`src/rtl/auxc_pkg.sv`:
```
package auxc_pkg;
  localparam int WORDS  = 4;
  localparam int DATA_W = 32;
  localparam int BYTES  = WORDS * 4;
  localparam int LEN_W  = $clog2(BYTES);
  localparam int CNT_W  = LEN_W + 1;
  localparam int RA_W   = 4;
  localparam int N_INT  = 4;

  localparam logic [RA_W-1:0] RA_CTRL = 4'd0;
  localparam logic [RA_W-1:0] RA_ADDR = 4'd1;
  localparam logic [RA_W-1:0] RA_STAT = 4'd2;
  localparam logic [RA_W-1:0] RA_INT  = 4'd3;
  localparam logic [RA_W-1:0] RA_EN   = 4'd4;
  localparam logic [RA_W-1:0] RA_TMO  = 4'd5;
  localparam logic [RA_W-1:0] RA_TX0  = 4'd8;
  localparam logic [RA_W-1:0] RA_RX0  = 4'd12;

  localparam int CTRL_AONLY = 8;
  localparam int CTRL_CMD   = 12;
  localparam int CTRL_START = 16;
  localparam int STAT_ERR   = 8;
  localparam int STAT_TYPE  = 16;
  localparam int STAT_HPD   = 28;

  localparam int INT_DONE   = 0;
  localparam int INT_SINK   = 1;
  localparam int INT_PLUG   = 2;
  localparam int INT_UNPLUG = 3;

  localparam logic [3:0] RT_NATIVE_ACK = 4'h0;
endpackage

```
`src/rtl/auxc_txn_ctl.sv`:
```
module auxc_txn_ctl #(
  parameter int TMO_W = 16
) (
  input  logic             clk,
  input  logic             rst_n,
  input  logic             start,
  input  logic             rsp_valid,
  input  logic [TMO_W-1:0] limit,
  output logic             busy,
  output logic             done,
  output logic             tmo
);
  logic             busy_q, busy_d;
  logic [TMO_W-1:0] cnt_q, cnt_d;
  logic             expired;

  assign expired = (cnt_q >= limit);
  assign done    = busy_q && (rsp_valid || expired);
  assign tmo     = busy_q && !rsp_valid && expired;
  assign busy    = busy_q;

  always_comb begin
    busy_d = busy_q;
    cnt_d  = cnt_q;
    if (start) begin
      busy_d = 1'b1;
      cnt_d  = '0;
    end else if (done) begin
      busy_d = 1'b0;
    end else if (busy_q) begin
      cnt_d = cnt_q + 1'b1;
    end
  end

  always_ff @(posedge clk or negedge rst_n) begin
    if (!rst_n) begin
      busy_q <= 1'b0;
      cnt_q  <= '0;
    end else begin
      busy_q <= busy_d;
      cnt_q  <= cnt_d;
    end
  end

  AST_DONE_ENDS_BUSY: assert property (@(posedge clk) disable iff (!rst_n)
    done |=> !busy_q);
  AST_BUSY_FROM_START: assert property (@(posedge clk) disable iff (!rst_n)
    $rose(busy_q) |-> $past(start));
  AST_CNT_BOUNDED: assert property (@(posedge clk) disable iff (!rst_n)
    busy_q |-> (cnt_q <= limit));
endmodule

```
`src/rtl/auxc_irq.sv`:
```
module auxc_irq #(
  parameter int N = 4
) (
  input  logic         clk,
  input  logic         rst_n,
  input  logic [N-1:0] set,
  input  logic         clr_we,
  input  logic [N-1:0] clr,
  input  logic [N-1:0] en,
  output logic [N-1:0] pend,
  output logic         irq
);
  logic [N-1:0] pend_q, pend_d;

  always_comb begin
    pend_d = pend_q;
    if (clr_we) pend_d = pend_d & ~clr;
    pend_d = pend_d | set;
  end

  always_ff @(posedge clk or negedge rst_n) begin
    if (!rst_n) pend_q <= '0;
    else        pend_q <= pend_d;
  end

  assign pend = pend_q;
  assign irq  = |(pend_q & en);

  for (genvar i = 0; i < N; i++) begin : g_chk
    AST_SET_STICKS: assert property (@(posedge clk) disable iff (!rst_n)
      set[i] |=> pend_q[i]);
    AST_W1C_CLEARS: assert property (@(posedge clk) disable iff (!rst_n)
      (clr_we && clr[i] && !set[i]) |=> !pend_q[i]);
  end
endmodule

```
`src/rtl/auxc_hpd_det.sv`:
```
module auxc_hpd_det (
  input  logic clk,
  input  logic rst_n,
  input  logic hpd_in,
  output logic level,
  output logic rise,
  output logic fall
);
  logic s1_q, s2_q, s3_q;

  always_ff @(posedge clk or negedge rst_n) begin
    if (!rst_n) begin
      s1_q <= 1'b0;
      s2_q <= 1'b0;
      s3_q <= 1'b0;
    end else begin
      s1_q <= hpd_in;
      s2_q <= s1_q;
      s3_q <= s2_q;
    end
  end

  assign level = s2_q;
  assign rise  = s2_q && !s3_q;
  assign fall  = !s2_q && s3_q;

  AST_NO_DOUBLE_RISE: assert property (@(posedge clk) disable iff (!rst_n)
    rise |=> !rise);
endmodule

```
`src/rtl/auxc_host.sv`:
```
module auxc_host
  import auxc_pkg::*;
#(
  parameter int ADDR_W  = 20,
  parameter int TMO_W   = 16,
  parameter int TMO_RST = 1000
) (
  input  logic                    clk,
  input  logic                    rst_n,
  input  logic                    bus_wr,
  input  logic [RA_W-1:0]         bus_addr,
  input  logic [DATA_W-1:0]       bus_wdata,
  output logic [DATA_W-1:0]       bus_rdata,
  output logic                    irq,
  input  logic                    hpd_in,
  input  logic                    sink_evt,
  output logic                    lnk_req,
  output logic [3:0]              lnk_cmd,
  output logic [ADDR_W-1:0]       lnk_addr,
  output logic [CNT_W-1:0]        lnk_len,
  output logic [WORDS*DATA_W-1:0] lnk_tx,
  input  logic                    rsp_valid,
  input  logic [3:0]              rsp_type,
  input  logic [2:0]              rsp_err,
  input  logic [CNT_W-1:0]        rsp_cnt,
  input  logic [WORDS*DATA_W-1:0] rsp_data
);
  logic [LEN_W-1:0]              lm1_q, lm1_d;
  logic [3:0]                    cmd_q, cmd_d;
  logic                          aonly_q, aonly_d;
  logic [ADDR_W-1:0]             addr_q, addr_d;
  logic [TMO_W-1:0]              tmo_q, tmo_d;
  logic [WORDS-1:0][DATA_W-1:0]  tx_q, tx_d, rx_q, rx_d;
  logic [3:0]                    err_q, err_d;
  logic [3:0]                    rtype_q, rtype_d;
  logic [CNT_W-1:0]              rcnt_q, rcnt_d;
  logic [N_INT-1:0]              en_q, en_d;

  logic busy, done, tmo_hit, reply, wr_txn, start;
  logic hpd_lvl, hpd_rise, hpd_fall;
  logic [N_INT-1:0] pend, int_set;

  assign wr_txn = bus_wr && !busy;
  assign start  = wr_txn && (bus_addr == RA_CTRL) && bus_wdata[CTRL_START];
  assign reply  = done && !tmo_hit;

  auxc_txn_ctl #(.TMO_W(TMO_W)) u_txn (
    .clk, .rst_n, .start, .rsp_valid, .limit(tmo_q),
    .busy, .done, .tmo(tmo_hit)
  );

  auxc_hpd_det u_hpd (
    .clk, .rst_n, .hpd_in, .level(hpd_lvl), .rise(hpd_rise), .fall(hpd_fall)
  );

  always_comb begin
    int_set             = '0;
    int_set[INT_DONE]   = done;
    int_set[INT_SINK]   = sink_evt;
    int_set[INT_PLUG]   = hpd_rise;
    int_set[INT_UNPLUG] = hpd_fall;
  end

  auxc_irq #(.N(N_INT)) u_irq (
    .clk, .rst_n, .set(int_set),
    .clr_we(bus_wr && (bus_addr == RA_INT)), .clr(bus_wdata[N_INT-1:0]),
    .en(en_q), .pend, .irq
  );

  // Next-state for the register file
  always_comb begin
    lm1_d   = lm1_q;
    cmd_d   = cmd_q;
    aonly_d = aonly_q;
    addr_d  = addr_q;
    tmo_d   = tmo_q;
    tx_d    = tx_q;
    rx_d    = rx_q;
    err_d   = err_q;
    rtype_d = rtype_q;
    rcnt_d  = rcnt_q;
    en_d    = en_q;
    if (wr_txn) begin
      if (bus_addr == RA_CTRL) begin
        lm1_d   = bus_wdata[LEN_W-1:0];
        aonly_d = bus_wdata[CTRL_AONLY];
        cmd_d   = bus_wdata[CTRL_CMD +: 4];
      end
      if (bus_addr == RA_ADDR) addr_d = bus_wdata[ADDR_W-1:0];
      if (bus_addr == RA_TMO)  tmo_d  = bus_wdata[TMO_W-1:0];
      for (int i = 0; i < WORDS; i++)
        if (bus_addr == RA_W'(RA_TX0 + i)) tx_d[i] = bus_wdata;
    end
    if (bus_wr && (bus_addr == RA_EN)) en_d = bus_wdata[N_INT-1:0];
    if (bus_wr && (bus_addr == RA_STAT)) err_d = err_q & ~bus_wdata[STAT_ERR +: 4];
    if (tmo_hit) err_d[0] = 1'b1;
    if (reply) begin
      err_d[3:1] = err_d[3:1] | rsp_err;
      rtype_d    = rsp_type;
      rcnt_d     = rsp_cnt;
      if (rsp_type == RT_NATIVE_ACK) rx_d = rsp_data;
    end
  end

  always_ff @(posedge clk or negedge rst_n) begin
    if (!rst_n) begin
      lm1_q   <= '0;
      cmd_q   <= '0;
      aonly_q <= 1'b0;
      addr_q  <= '0;
      tmo_q   <= TMO_W'(TMO_RST);
      tx_q    <= '0;
      rx_q    <= '0;
      err_q   <= '0;
      rtype_q <= '0;
      rcnt_q  <= '0;
      en_q    <= '0;
    end else begin
      lm1_q   <= lm1_d;
      cmd_q   <= cmd_d;
      aonly_q <= aonly_d;
      addr_q  <= addr_d;
      tmo_q   <= tmo_d;
      tx_q    <= tx_d;
      rx_q    <= rx_d;
      err_q   <= err_d;
      rtype_q <= rtype_d;
      rcnt_q  <= rcnt_d;
      en_q    <= en_d;
    end
  end

  // Read mux
  always_comb begin
    bus_rdata = '0;
    case (bus_addr)
      RA_CTRL: begin
        bus_rdata[LEN_W-1:0]      = lm1_q;
        bus_rdata[CTRL_AONLY]     = aonly_q;
        bus_rdata[CTRL_CMD +: 4]  = cmd_q;
        bus_rdata[CTRL_START]     = busy;
      end
      RA_ADDR: bus_rdata[ADDR_W-1:0] = addr_q;
      RA_STAT: begin
        bus_rdata[CNT_W-1:0]      = rcnt_q;
        bus_rdata[STAT_ERR +: 4]  = err_q;
        bus_rdata[STAT_TYPE +: 4] = rtype_q;
        bus_rdata[STAT_HPD]       = hpd_lvl;
      end
      RA_INT:  bus_rdata[N_INT-1:0] = pend;
      RA_EN:   bus_rdata[N_INT-1:0] = en_q;
      RA_TMO:  bus_rdata[TMO_W-1:0] = tmo_q;
      default: begin
        for (int i = 0; i < WORDS; i++) begin
          if (bus_addr == RA_W'(RA_TX0 + i)) bus_rdata = tx_q[i];
          if (bus_addr == RA_W'(RA_RX0 + i)) bus_rdata = rx_q[i];
        end
      end
    endcase
  end

  assign lnk_req  = busy;
  assign lnk_cmd  = cmd_q;
  assign lnk_addr = addr_q;
  assign lnk_len  = aonly_q ? '0 : CNT_W'(lm1_q) + 1'b1;
  assign lnk_tx   = tx_q;

  AST_LNK_ADDR_HELD: assert property (@(posedge clk) disable iff (!rst_n)
    (lnk_req && $past(lnk_req)) |-> $stable(lnk_addr));
  AST_LNK_TX_HELD: assert property (@(posedge clk) disable iff (!rst_n)
    (lnk_req && $past(lnk_req)) |-> $stable(lnk_tx));
endmodule

```
`config.mk`:
```
export PLATFORM = sky130hd
export DESIGN_NAME = auxc_host
export DESIGN_NICKNAME = d
export VERILOG_FILES = /design/src/rtl/auxc_pkg.sv /design/src/rtl/auxc_txn_ctl.sv /design/src/rtl/auxc_irq.sv /design/src/rtl/auxc_hpd_det.sv /design/src/rtl/auxc_host.sv
export SDC_FILE = /design/constraint.sdc
export NUM_CORES = 1
export LEC_CHECK = 0
export BUFFER_PORTS_ARGS = -buffer_cell sky130_fd_sc_hd__buf_2
export CAP_MARGIN = 10
export CORE_MARGIN = 5
export CORE_UTILIZATION = 40
export CTS_CLUSTER_DIAMETER = 30
export DETAILED_ROUTE_END_ITERATION = 8
export SLEW_MARGIN = 25
export SYNTH_ARGS = -nofsm -noshare
export SYNTH_HDL_FRONTEND = slang
export SYNTH_SLANG_ARGS = --single-unit
```
`constraint.sdc`:
```
create_clock -name clk -period 3.5 [get_ports clk]
set_input_delay 0.525 -clock clk [delete_from_list [all_inputs] [get_ports clk]]
set_output_delay 0.525 -clock clk [all_outputs]
set_load 0.1 [all_outputs]
```
==> results of run 1 <==
[flip-flops by register name (all words and copies together) (netlist names)]
name	flops
u_irq.pend	4
rx_q	128
u_hpd.level	1
en_q	4
aonly_q	1
lnk_addr	20
err_q	4
rtype_q	4
u_hpd.s3_q	1
u_hpd.s1_q	1
lm1_q	4
lnk_tx	128
lnk_cmd	4
u_txn.busy	1
tmo_q	16
u_txn.cnt_q	16
rcnt_q	5
[stage by stage]
stage	hold slack, ns	TNS [ns]
floorplan	0.2294	-1.734
global placement	0.3415	0
detailed placement	0.3451	0
CTS	0.05970	0
global route	0.06452	0
finish	0.08487	0
[final cells by class]
| class | count | area [um^2] |
|---|---|---|
| inverter | 27 | 101.3 |
| tap | 525 | 656.9 |
| clock buffer | 110 | 2415 |
| antenna | 6 | 15.01 |
| timing repair buffer | 438 | 2844 |
| fill | 3441 | 17450 |
| multi-input combinational | 847 | 7136 |
| sequential | 342 | 8566 |
| clock inverter | 50 | 544.3 |
[power by group through the flow]
stage	logic [uW]	registers, uW	clock network [uW]
after global routing	5870	5160	8310
final	5680	5110	7960
after detailed placement	5690	5140	0
after CTS	5710	5090	8060
after global placement	5650	5130	0
after floorplan	1410	7970	0
[per-layer routing]
metal,share of wire (%),up-vias
li1,-,5777
met1,42,6810
met2,47,577
met3,7.9,95
met4,2.5,4
met5,0.036,-
[cell families (layout without fill, tap and decap cells)]
family / count (synthesis) / after routing
muxes: 355 / 355
and+or+nand+nor: 215 / 215
AOI/OAI and AO/OA: 257 / 257
other: 0 / 6
adders and majority gates: 18 / 18
xor gates and xnor gates: 2 / 2
buffers and inverters: 108 / 625
DFF: 342 / 342
[synth_stat cells (6+ instances only)]
library cell | instances | area, um^2
dfrtp_1 | 336 | 8408
mux2_2 | 317 | 3570
nand2_1 | 83 | 311.6
o21ai_0 | 62 | 310.3
buf_2 | 52 | 260.3
a21oi_1 | 41 | 205.2
nor2_1 | 38 | 142.6
a22oi_1 | 37 | 277.8
mux2i_1 | 34 | 340.3
inv_1 | 27 | 101.4
clkbuf_1 | 23 | 86.33
nand3_1 | 23 | 115.1
ha_1 | 18 | 225.2
o22ai_1 | 18 | 112.6
nor3_1 | 15 | 75.07
a222oi_1 | 13 | 130.1
nor2b_1 | 12 | 75.07
o211ai_1 | 11 | 82.58
o31ai_1 | 11 | 82.58
a211oi_1 | 10 | 75.07
a221oi_1 | 9 | 78.83
o2111ai_1 | 7 | 61.31
o21a_1 | 7 | 52.55
and2_1 | 6 | 37.54
and3_1 | 6 | 37.54
dfstp_2 | 6 | 157.7
nand4_1 | 6 | 37.54
[repair_timing]
action / CTS / global route
hold buffers: 1 / 0
buffers inserted: 0 / 0
hold endpoints to repair: 63 / 0
[cells in the final DEF, fill, tap and decap left out, types with 5 or more instances in the layout]
cell / count
nor2_1: 36
nor2_2: 5
and2_1: 6
a211oi_1: 10
clkinvlp_4: 14
buf_2: 343
o21a_1: 7
nand2_1: 81
a221oi_1: 9
nand3_1: 21
o22ai_1: 18
a22oi_1: 37
o21ai_0: 60
and3_1: 5
ha_1: 18
mux2_2: 317
nor2b_1: 11
o211ai_1: 11
buf_12: 32
buf_4: 60
dfstp_2: 6
o2111ai_2: 6
o31ai_1: 9
clkbuf_1: 9
inv_1: 27
nor3_1: 5
nand4_1: 6
nand2b_1: 5
a21oi_1: 39
diode_2: 6
clkbuf_16: 88
a222oi_1: 13
mux2i_1: 34
dfrtp_1: 336
clkbuf_8: 13
nor3_2: 11
bufinv_16: 9
clkinv_2: 20
a32o_1: 5
[final timing paths]
kind,to,slack [ns],depth (start not counted)
hold / removal,u_hpd.s1_q,0.08,1
max in group asynchronous,lnk_tx[113],1.98,3
setup / recovery,bus_rdata[4],0.29,7
min in group asynchronous,lnk_addr[2],0.52,2
setup reg to reg,u_txn.cnt_q[9],0.63,7
hold reg to reg,u_hpd.level,0.36,0
==> results.md, run 1 <==
* #FFs+latches synth at between 300 and 400
* Simple-gate area share of the yosys netlist at 6.446%
* # nets final at a little under 2000
* Switching share of power at about two fifths
* Global route overflow at 0
* Initial core utilization at 40.45%
* Core area at between 0.03 and 0.04 mm^2
* Worst slack, placed at roughly 0.35 ns
* Design internal power at 11210 uW
* Outcome: completed
* Avg Vias per Cell at 5.656
* H-tree depth at 3
* CP Launch Type: input port
* Avg WL per Cell at approximately 26 um
* Combinational Power Share at between 30% and 40%
* IO Port Bufs at 372
* Area delta synth->final at 38.61%
* IO Count at 373
* Sequential area share after synthesis at 53.30%
* Post-cts sizing count at 0
* Post-synth EDFFs at 0
* Max Buffers Root-to-Sink at 3
* CP Class: in2out
* Clock power frac at 42.5%
* Actual slew at the worst max-slew pin at 0.9913 ns
* Worst stage delay on the critical path at 0.64 ns
* Post-DP HPWL at about 45 mm
* DR pass1 iterations at 7
* Met3 usage at 8.037%
* Mux share of post-synthesis cell area at approximately a quarter
* Setup violations, final at 0
* PwrDens at 841.6 mW/mm^2
* CP cell instances: buf_4 > nor2b_1 > buf_4 > nand2b_1 > a211oi_1 > o2111ai_2 > buf_12
* Die Y at approximately 210 um
* Layout cell share with drive strength beyond 1 at 52.48%
* First-pass GRT wire length at 90.71 mm
* Slew Viols, Final at 0
* Placement Cell Area at approximately 0.019 mm^2
* Vias in the first global route at 13890
* GP Congestion at 0.8733
* CP arrival at ~2.7 ns
* Critical-path maximum fanout at 21
* Synth Area in XOR/XNOR at 0.1090%
* Final hold vios at 0
* Buf/Inv on CP at 3
* Die ar. at 0.04429 mm^2
* Max Freq at 0.3111 GHz
* Post-Syn Nets at 1497
* TritonCTS buffer count at 86
* Min-delay src: hpd_in
* Total Power at around 19000 uW
* Peak supply drop at ~0.00058 V
* Crit. Startpoint: bus_addr[2]
* Clk Latency, worst-skew pair at 0.60 ns
* Final Critical Period at 3.214 ns
* Initial DRC count at just over 1000
* Distinct cells, synth at 61
* Dpl cells at 2178
* Clock Sinks at between 300 and 400
* Syn_area_per_cell at 12.39 um^2
* Worst path slowest cell: nor2b_1
* Clk slew on worst S/H paths at 0.04 ns
* Flop pwr share at a little over a quarter
* Setup Skew at 0.01976 ns
* Worst Path Required at 2.97 ns
* DRC Markers at 0
* CP top delay family: simple AND/OR/NAND/NOR gates
* Compound-Gate Fraction of Synth Area at around 11%
* Initial antenna violation count at 7
* Row count at 73
* Final instance area at 0.02228 mm^2
* CP endpoint kind: output pin
* CTS Root Cell: clkbuf_16
* Unrepaired setup endpoints after global routing: false
* Final core utilization at 56.07%
* Max-cap violations at 0
* Async SR Flop Fraction at 100.0%
* Mapped Cells at 1297
* ANT nets after route at 0
* Detailed Route WL at 61.72 mm
* Met1 GRT Util at 36.18%
* Worst hold path class: in2reg
* Largest net degree at the start of global routing at 81
* YS warnings at 0
* Die span in x at 210.4 um
* Most used routing layer: met2
* P_sw at 7540 uW
* Final worst setup slack at about 0.29 ns
* Tcrit/Tclk final at 91.83%
* Gr usage total at around 27%
* Leakage at roughly 0.011 uW
* GRT met2 Usage at a little over two fifths
* Largest family of logic cells by synthesized area: multiplexers
* Mapped cell area at 0.01607 mm^2
* Post-synthesis adder-cell area fraction at 1.401%
* Most used DFF post-synth: dfrtp_1
* Fin cells at 2345
* Worst slew margin relative to its limit at ~34%
* CTS tree: yes
* Via count at 13260
* CP most frequent cell: buf_4
* R2r startpoint: tmo_q[7]
No activity file was read; power rests on OpenSTA's default activity.
==> run 2, diff against run 1 <==
--- a/config.mk
+++ b/config.mk
@@ -11,6 +11,7 @@
 export CORE_UTILIZATION = 40
 export CTS_CLUSTER_DIAMETER = 30
 export DETAILED_ROUTE_END_ITERATION = 8
+export GPL_TIMING_DRIVEN = 0
 export SLEW_MARGIN = 25
 export SYNTH_ARGS = -nofsm -noshare
 export SYNTH_HDL_FRONTEND = slang
==> results.md, run 2 (synthesized netlist as in run 1, its figures left out) <==
* Outcome: completed (unchanged)
* ANT nets after route at 0 (unchanged)
* Setup TNS at 0 ns (unchanged)
* TritonCTS buffer count at 88 (was 86)
* Via count at 13630 (was 13260)
* Initial DRC count at 1283 (was 1039)
* CTS tree: yes (unchanged)
* Clk Latency, worst-skew pair at 0.60 ns (about the same)
* Row count at 73 (unchanged)
* Clk slew on worst S/H paths at 0.04 ns (about the same)
* Vias in the first global route at 14510 (was 13890)
* CP endpoint kind: output pin (unchanged)
* Die span in x at 210.4 um (unchanged)
* Max-cap violations at 0 (unchanged)
* Avg WL per Cell at 28.95 um (was 26.32 um)
* Clock Sinks at 342 (unchanged)
* PwrDens at 864.3 mW/mm^2 (was 841.6 mW/mm^2)
* Post-DP HPWL at 49.29 mm (was 44.75 mm)
* Dpl cells at 2197 (was 2178)
* Unrepaired setup endpoints after global routing: false (unchanged)
* Critical-path maximum fanout at 10 (was 21)
* First-pass GRT wire length at 98.73 mm (was 90.71 mm)
* Final Critical Period at 3.492 ns (was 3.214 ns)
* Largest net degree at the start of global routing at 89 (was 81)
* Final hold vios at 0 (unchanged)
* Worst Path Required at 2.97 ns (about the same)
* IO Port Bufs at 369 (was 372)
* Die Y at 210.4 um (unchanged)
* Setup violations, final at 0 (unchanged)
* Most frequent cells in the layout: buf_2 (399), dfrtp_1 (336), mux2_2 (317) (was buf_2 (343), dfrtp_1 (336), mux2_2 (317))
* Area delta synth->final at 37.20% (was 38.61%)
* Layout cell share with drive strength beyond 1 at 52.23% (was 52.48%)
* H-tree depth at 3 (unchanged)
* Min-delay src: hpd_in (unchanged)
* IO Count at 373 (unchanged)
* Most common cell after layout, fill and taps aside: buf_2 (unchanged)
* Max Freq at 0.2863 GHz (was 0.3111 GHz)
* Peak supply drop at 0.0005428 V (was 0.0005767 V)
* CTS Root Cell: clkbuf_16 (unchanged)
* Crit. Startpoint: bus_addr[3] (was bus_addr[2])
* DRC Markers at 0 (unchanged)
* # nets final at 1962 (was 1942)
* CP Launch Type: input port (unchanged)
* Setup Skew at 0.01872 ns (was 0.01976 ns)
* Worst slew margin relative to its limit at 35.18% (was 33.91%)
* Avg Vias per Cell at 5.760 (was 5.656)
* Fin cells at 2366 (was 2345)
* Tcrit/Tclk final at 99.78% (was 91.83%)
* Slew Viols, Final at 0 (unchanged)
* Gr usage total at 30.28% (was 27.21%)
* R2r startpoint: u_txn.busy (was tmo_q[7])
* Actual slew at the worst max-slew pin at 0.9723 ns (was 0.9913 ns)
* Global route overflow at 0 (unchanged)
* Initial antenna violation count at 5 (was 7)
* GP Congestion at 0.9284 (was 0.8733)
* Max Buffers Root-to-Sink at 3 (unchanged)
* Initial core utilization at 40.45% (unchanged)
* Leakage at 0.01077 uW (was 0.01080 uW)
* Detailed Route WL at 68.49 mm (was 61.72 mm)
* Core area at 0.03973 mm^2 (unchanged)
* DR pass1 iterations at 6 (was 7)
* CP Class: in2out (unchanged)
* Worst hold path class: in2reg (unchanged)
* Die ar. at 0.04429 mm^2 (unchanged)
* CP arrival at 2.97 ns (was 2.69 ns)
[run 2: changes by cell type in the layout (fill, tap and decap cells not counted), sizes merged]
cell	delta
buf	-13
bufinv	+4
clkinvlp	-5
diode	-3
clkbuf	+36
clkinv	+2
[run 2: repair_timing]
| action | 4_1_cts | 5_1_grt |
|---|---|---|
| setup buffers | 0 | 0 |
| endpoints found under the setup margin | 25 | 18 |
| endpoints found under the hold margin | 31 | 0 |
| gates resized for setup | 28 | 16 |
| hold buffers | 1 | 0 |
[run 2: worst paths after layout]
| check | endpoint | slack, ns | cells past startpoint |
|---|---|---|---|
| min in group asynchronous | lnk_addr[3] | 0.40 | 2 |
| hold reg to reg | u_hpd.s3_q | 0.38 | 0 |
| hold / removal | u_hpd.s1_q | 0.05 | 1 |
| max in group asynchronous | rx_q[48] | 1.98 | 4 |
| setup / recovery | bus_rdata[24] | 0.008 | 7 |
| setup reg to reg | rx_q[23] | 0.97 | 5 |
[run 2: power by group]
part | switching, uW | internal [uW] | leakage, uW
Combinational | 4560 | 1050 | 0.00484
Clock | 2540 | 5850 | 0.00151
Sequential | 512 | 4550 | 0.00442
Total | 7600 | 11500 | 0.0108
[run 2: routing by layer]
| layer | part of all wire, % | global-route usage, % | up-vias |
|---|---|---|---|
| met1 | 41 | 39.90 | 6996 |
| met3 | 8.5 | 8.037 | 163 |
| li1 | - | - | 5782 |
| met4 | 3.8 | 11.11 | 6 |
| met2 | 47 | 48.45 | 682 |
| met5 | 0.063 | 0 | - |
[run 2: layout make-up]
class	instances	area [um^2]
fill	3430	17680
sequential	342	8566
multi-input combinational	847	7156
clock buffer	115	2445
timing repair buffer	376	2047
tap	525	656.9
clock inverter	51	651.9
buffer	80	420.4
inverter	27	101.3
antenna	3	7.507
[run 2: per-stage QoR]
step / hold WS (ns) / util (%) / setup slack (ns) / cell area, um^2 / power [uW]
6_report: 0.05322 / 55.50 / 0.007754 / 22050 / 19060
5_1_grt: 0.03808 / 55.49 / 0.007426 / 22050 / 19580
4_1_cts: 0.03657 / 55.40 / 0.005514 / 22010 / 19080
3_5_place_dp: 0.3661 / 47.40 / -0.5339 / 18830 / 10680
3_3_place_gp: 0.3625 / 46.99 / -4.937 / 18670 / 10600
2_1_floorplan: 0.2294 / - / -0.7529 / 16170 / 9383
[run 2: critical path, stage by stage]
cell and delay (ns):
buf_2 0.24, buf_2 0.33, nor2b_2 0.48, buf_2 0.47, a22oi_1 0.21, nor3_2 0.23, buf_2 0.46
==> run 3, diff against run 2 <==
--- a/config.mk
+++ b/config.mk
@@ -7,6 +7,7 @@
 export LEC_CHECK = 0
 export BUFFER_PORTS_ARGS = -buffer_cell sky130_fd_sc_hd__buf_2
 export CAP_MARGIN = 10
+export CORE_ASPECT_RATIO = 1.5
 export CORE_MARGIN = 5
 export CORE_UTILIZATION = 40
 export CTS_CLUSTER_DIAMETER = 30
==> results.md, run 3 (synthesized netlist as in run 1, its figures left out) <==
* Clk Latency, worst-skew pair at 0.57 ns (was 0.60 ns)
* CP Launch Type: input port (unchanged)
* Vias in the first global route at 14400 (was 14510)
* CTS Root Cell: clkbuf_16 (unchanged)
* CTS tree: yes (unchanged)
* Area delta synth->final at 32.15% (was 37.20%)
* Initial DRC count at 826 (was 1283)
* R2R cell count at 8 (was 5)
* Avg WL per Cell at 29.40 um (was 28.95 um)
* Worst slack, placed at -0.5028 ns (was -0.5339 ns)
* PwrDens at 809.7 mW/mm^2 (was 864.3 mW/mm^2)
* Via count at 13520 (was 13630)
* Hold slack at 0.1080 ns (was 0.05322 ns)
* Peak supply drop at 0.0006654 V (was 0.0005428 V)
* Slew Viols, Final at 0 (unchanged)
* Setup violations, final at 0 (unchanged)
* IO Count at 373 (unchanged)
* Post-CTS Setup Repair Bufs at 0 (unchanged)
* Most common cell after layout, fill and taps aside: buf_2 (unchanged)
* Most frequent cells in the layout: buf_2 (400), dfrtp_1 (336), mux2_2 (317) (was buf_2 (399), dfrtp_1 (336), mux2_2 (317))
* Post-DP HPWL at 49.46 mm (was 49.29 mm)
* Detailed Route WL at 67.74 mm (was 68.49 mm)
* DRC Markers at 0 (unchanged)
* Hold path cells at 1 (unchanged)
* Worst Path Required at 2.97 ns (about the same)
* IO Port Bufs at 369 (unchanged)
* Max Freq at 0.2876 GHz (was 0.2863 GHz)
* Setup Skew at 0.02093 ns (was 0.01872 ns)
* Clk slew on worst S/H paths at 0.05 ns (was 0.04 ns)
* TritonCTS buffer count at 67 (was 88)
* CP Class: in2out (unchanged)
* Total Power at 17200 uW (was 19060 uW)
* Largest net degree at the start of global routing at 91 (was 89)
* Die ar. at 0.04437 mm^2 (was 0.04429 mm^2)
* Leakage at 0.01037 uW (was 0.01077 uW)
* Worst slew margin relative to its limit at 36.61% (was 35.18%)
* Row count at 90 (was 73)
* # nets final at 1941 (was 1962)
* Die Y at 255.5 um (was 210.4 um)
* Unrepaired setup endpoints after global routing: false (unchanged)
* Outcome: completed (unchanged)
* Avg Vias per Cell at 5.869 (was 5.760)
* Global route overflow at 0 (unchanged)
* Die span in x at 173.7 um (was 210.4 um)
* CP endpoint kind: output pin (unchanged)
* Max Buffers Root-to-Sink at 3 (unchanged)
* Placement Cell Area at 0.01880 mm^2 (was 0.01883 mm^2)
* Gr usage total at 30.00% (was 30.28%)
* Actual slew at the worst max-slew pin at 0.9508 ns (was 0.9723 ns)
* ANT nets after route at 0 (unchanged)
* GP Congestion at 0.9483 (was 0.9284)
* Tcrit/Tclk final at 99.35% (was 99.78%)
* Final worst setup slack at 0.02269 ns (was 0.007754 ns)
* First-pass GRT wire length at 97.80 mm (was 98.73 mm)
* Worst hold path class: in2reg (unchanged)
* Critical-path maximum fanout at 10 (unchanged)
* Core area at 0.03998 mm^2 (was 0.03973 mm^2)
* H-tree depth at 3 (unchanged)
* CP arrival at 2.95 ns (was 2.97 ns)
* Initial antenna violation count at 11 (was 5)
* Initial core utilization at 40.20% (was 40.45%)
* Final instance area at 0.02124 mm^2 (was 0.02205 mm^2)
* Layout cell share with drive strength beyond 1 at 51.37% (was 52.23%)
* Final hold vios at 0 (unchanged)
* Final Critical Period at 3.477 ns (was 3.492 ns)
* Max-cap violations at 0 (unchanged)
* DR pass1 iterations at 6 (unchanged)
* Clock Sinks at 342 (unchanged)
## run 3: worst paths after layout
path	startpoint	to	slack (ns)
hold reg to reg	u_hpd.s1_q	u_hpd.level	0.35
hold / removal	hpd_in	u_hpd.s1_q	0.11
max in group asynchronous	rst_n	lnk_tx[2]	1.81
setup reg to reg	tmo_q[7]	u_txn.cnt_q[14]	0.98
setup / recovery	bus_addr[0]	bus_rdata[19]	0.02
min in group asynchronous	rst_n	lnk_tx[77]	0.50
## run 3: layout make-up
class	count	area (um^2)
buffer	81	425.4
clock inverter	37	437.9
tap	506	633.1
fill	3577	18740
timing repair buffer	375	2029
antenna	7	17.52
clock buffer	82	1876
sequential	342	8566
multi-input combinational	847	7153
inverter	27	101.3
## run 3: where the power goes
| group | switching [uW] | internal (uW) |
|---|---|---|
| combinational | 4570 | 1050 |
| sequential | 478 | 4550 |
| clock | 2220 | 4340 |
## run 3: what timing repair did
action	in CTS	in global routing
hold buffers	1	0
resized for setup	30	10
setup endpoints to repair	25	9
hold endpoints to repair	61	0
## run 3: stage by stage
stage          instances  TNS (ns)  util [%]
6_report            2304         0     53.13
5_1_grt             2301         0     53.11
4_1_cts             2297         0     53.03
3_5_place_dp        2177    -7.747     47.02
3_3_place_gp        2172  -1650.93     46.64
2_1_floorplan       1297    -1.734         -
## run 3: routing by layer
| layer | share of wire [%] | global-route usage (%) |
|---|---|---|
| met2 | 51 | 52.26 |
| met1 | 35 | 33.17 |
| met3 | 7.7 | 7.639 |
| met4 | 6.2 | 17.17 |
| met5 | 0.075 | 0 |
## run 3: critical path: stages
cell	delay [ns]
buf_2	0.11
buf_2	0.29
inv_1	0.15
nor2_4	0.47
buf_4	0.36
nand2_1	0.07
o21ai_0	0.08
a21oi_1	0.09
o31ai_1	0.40
buf_4	0.38
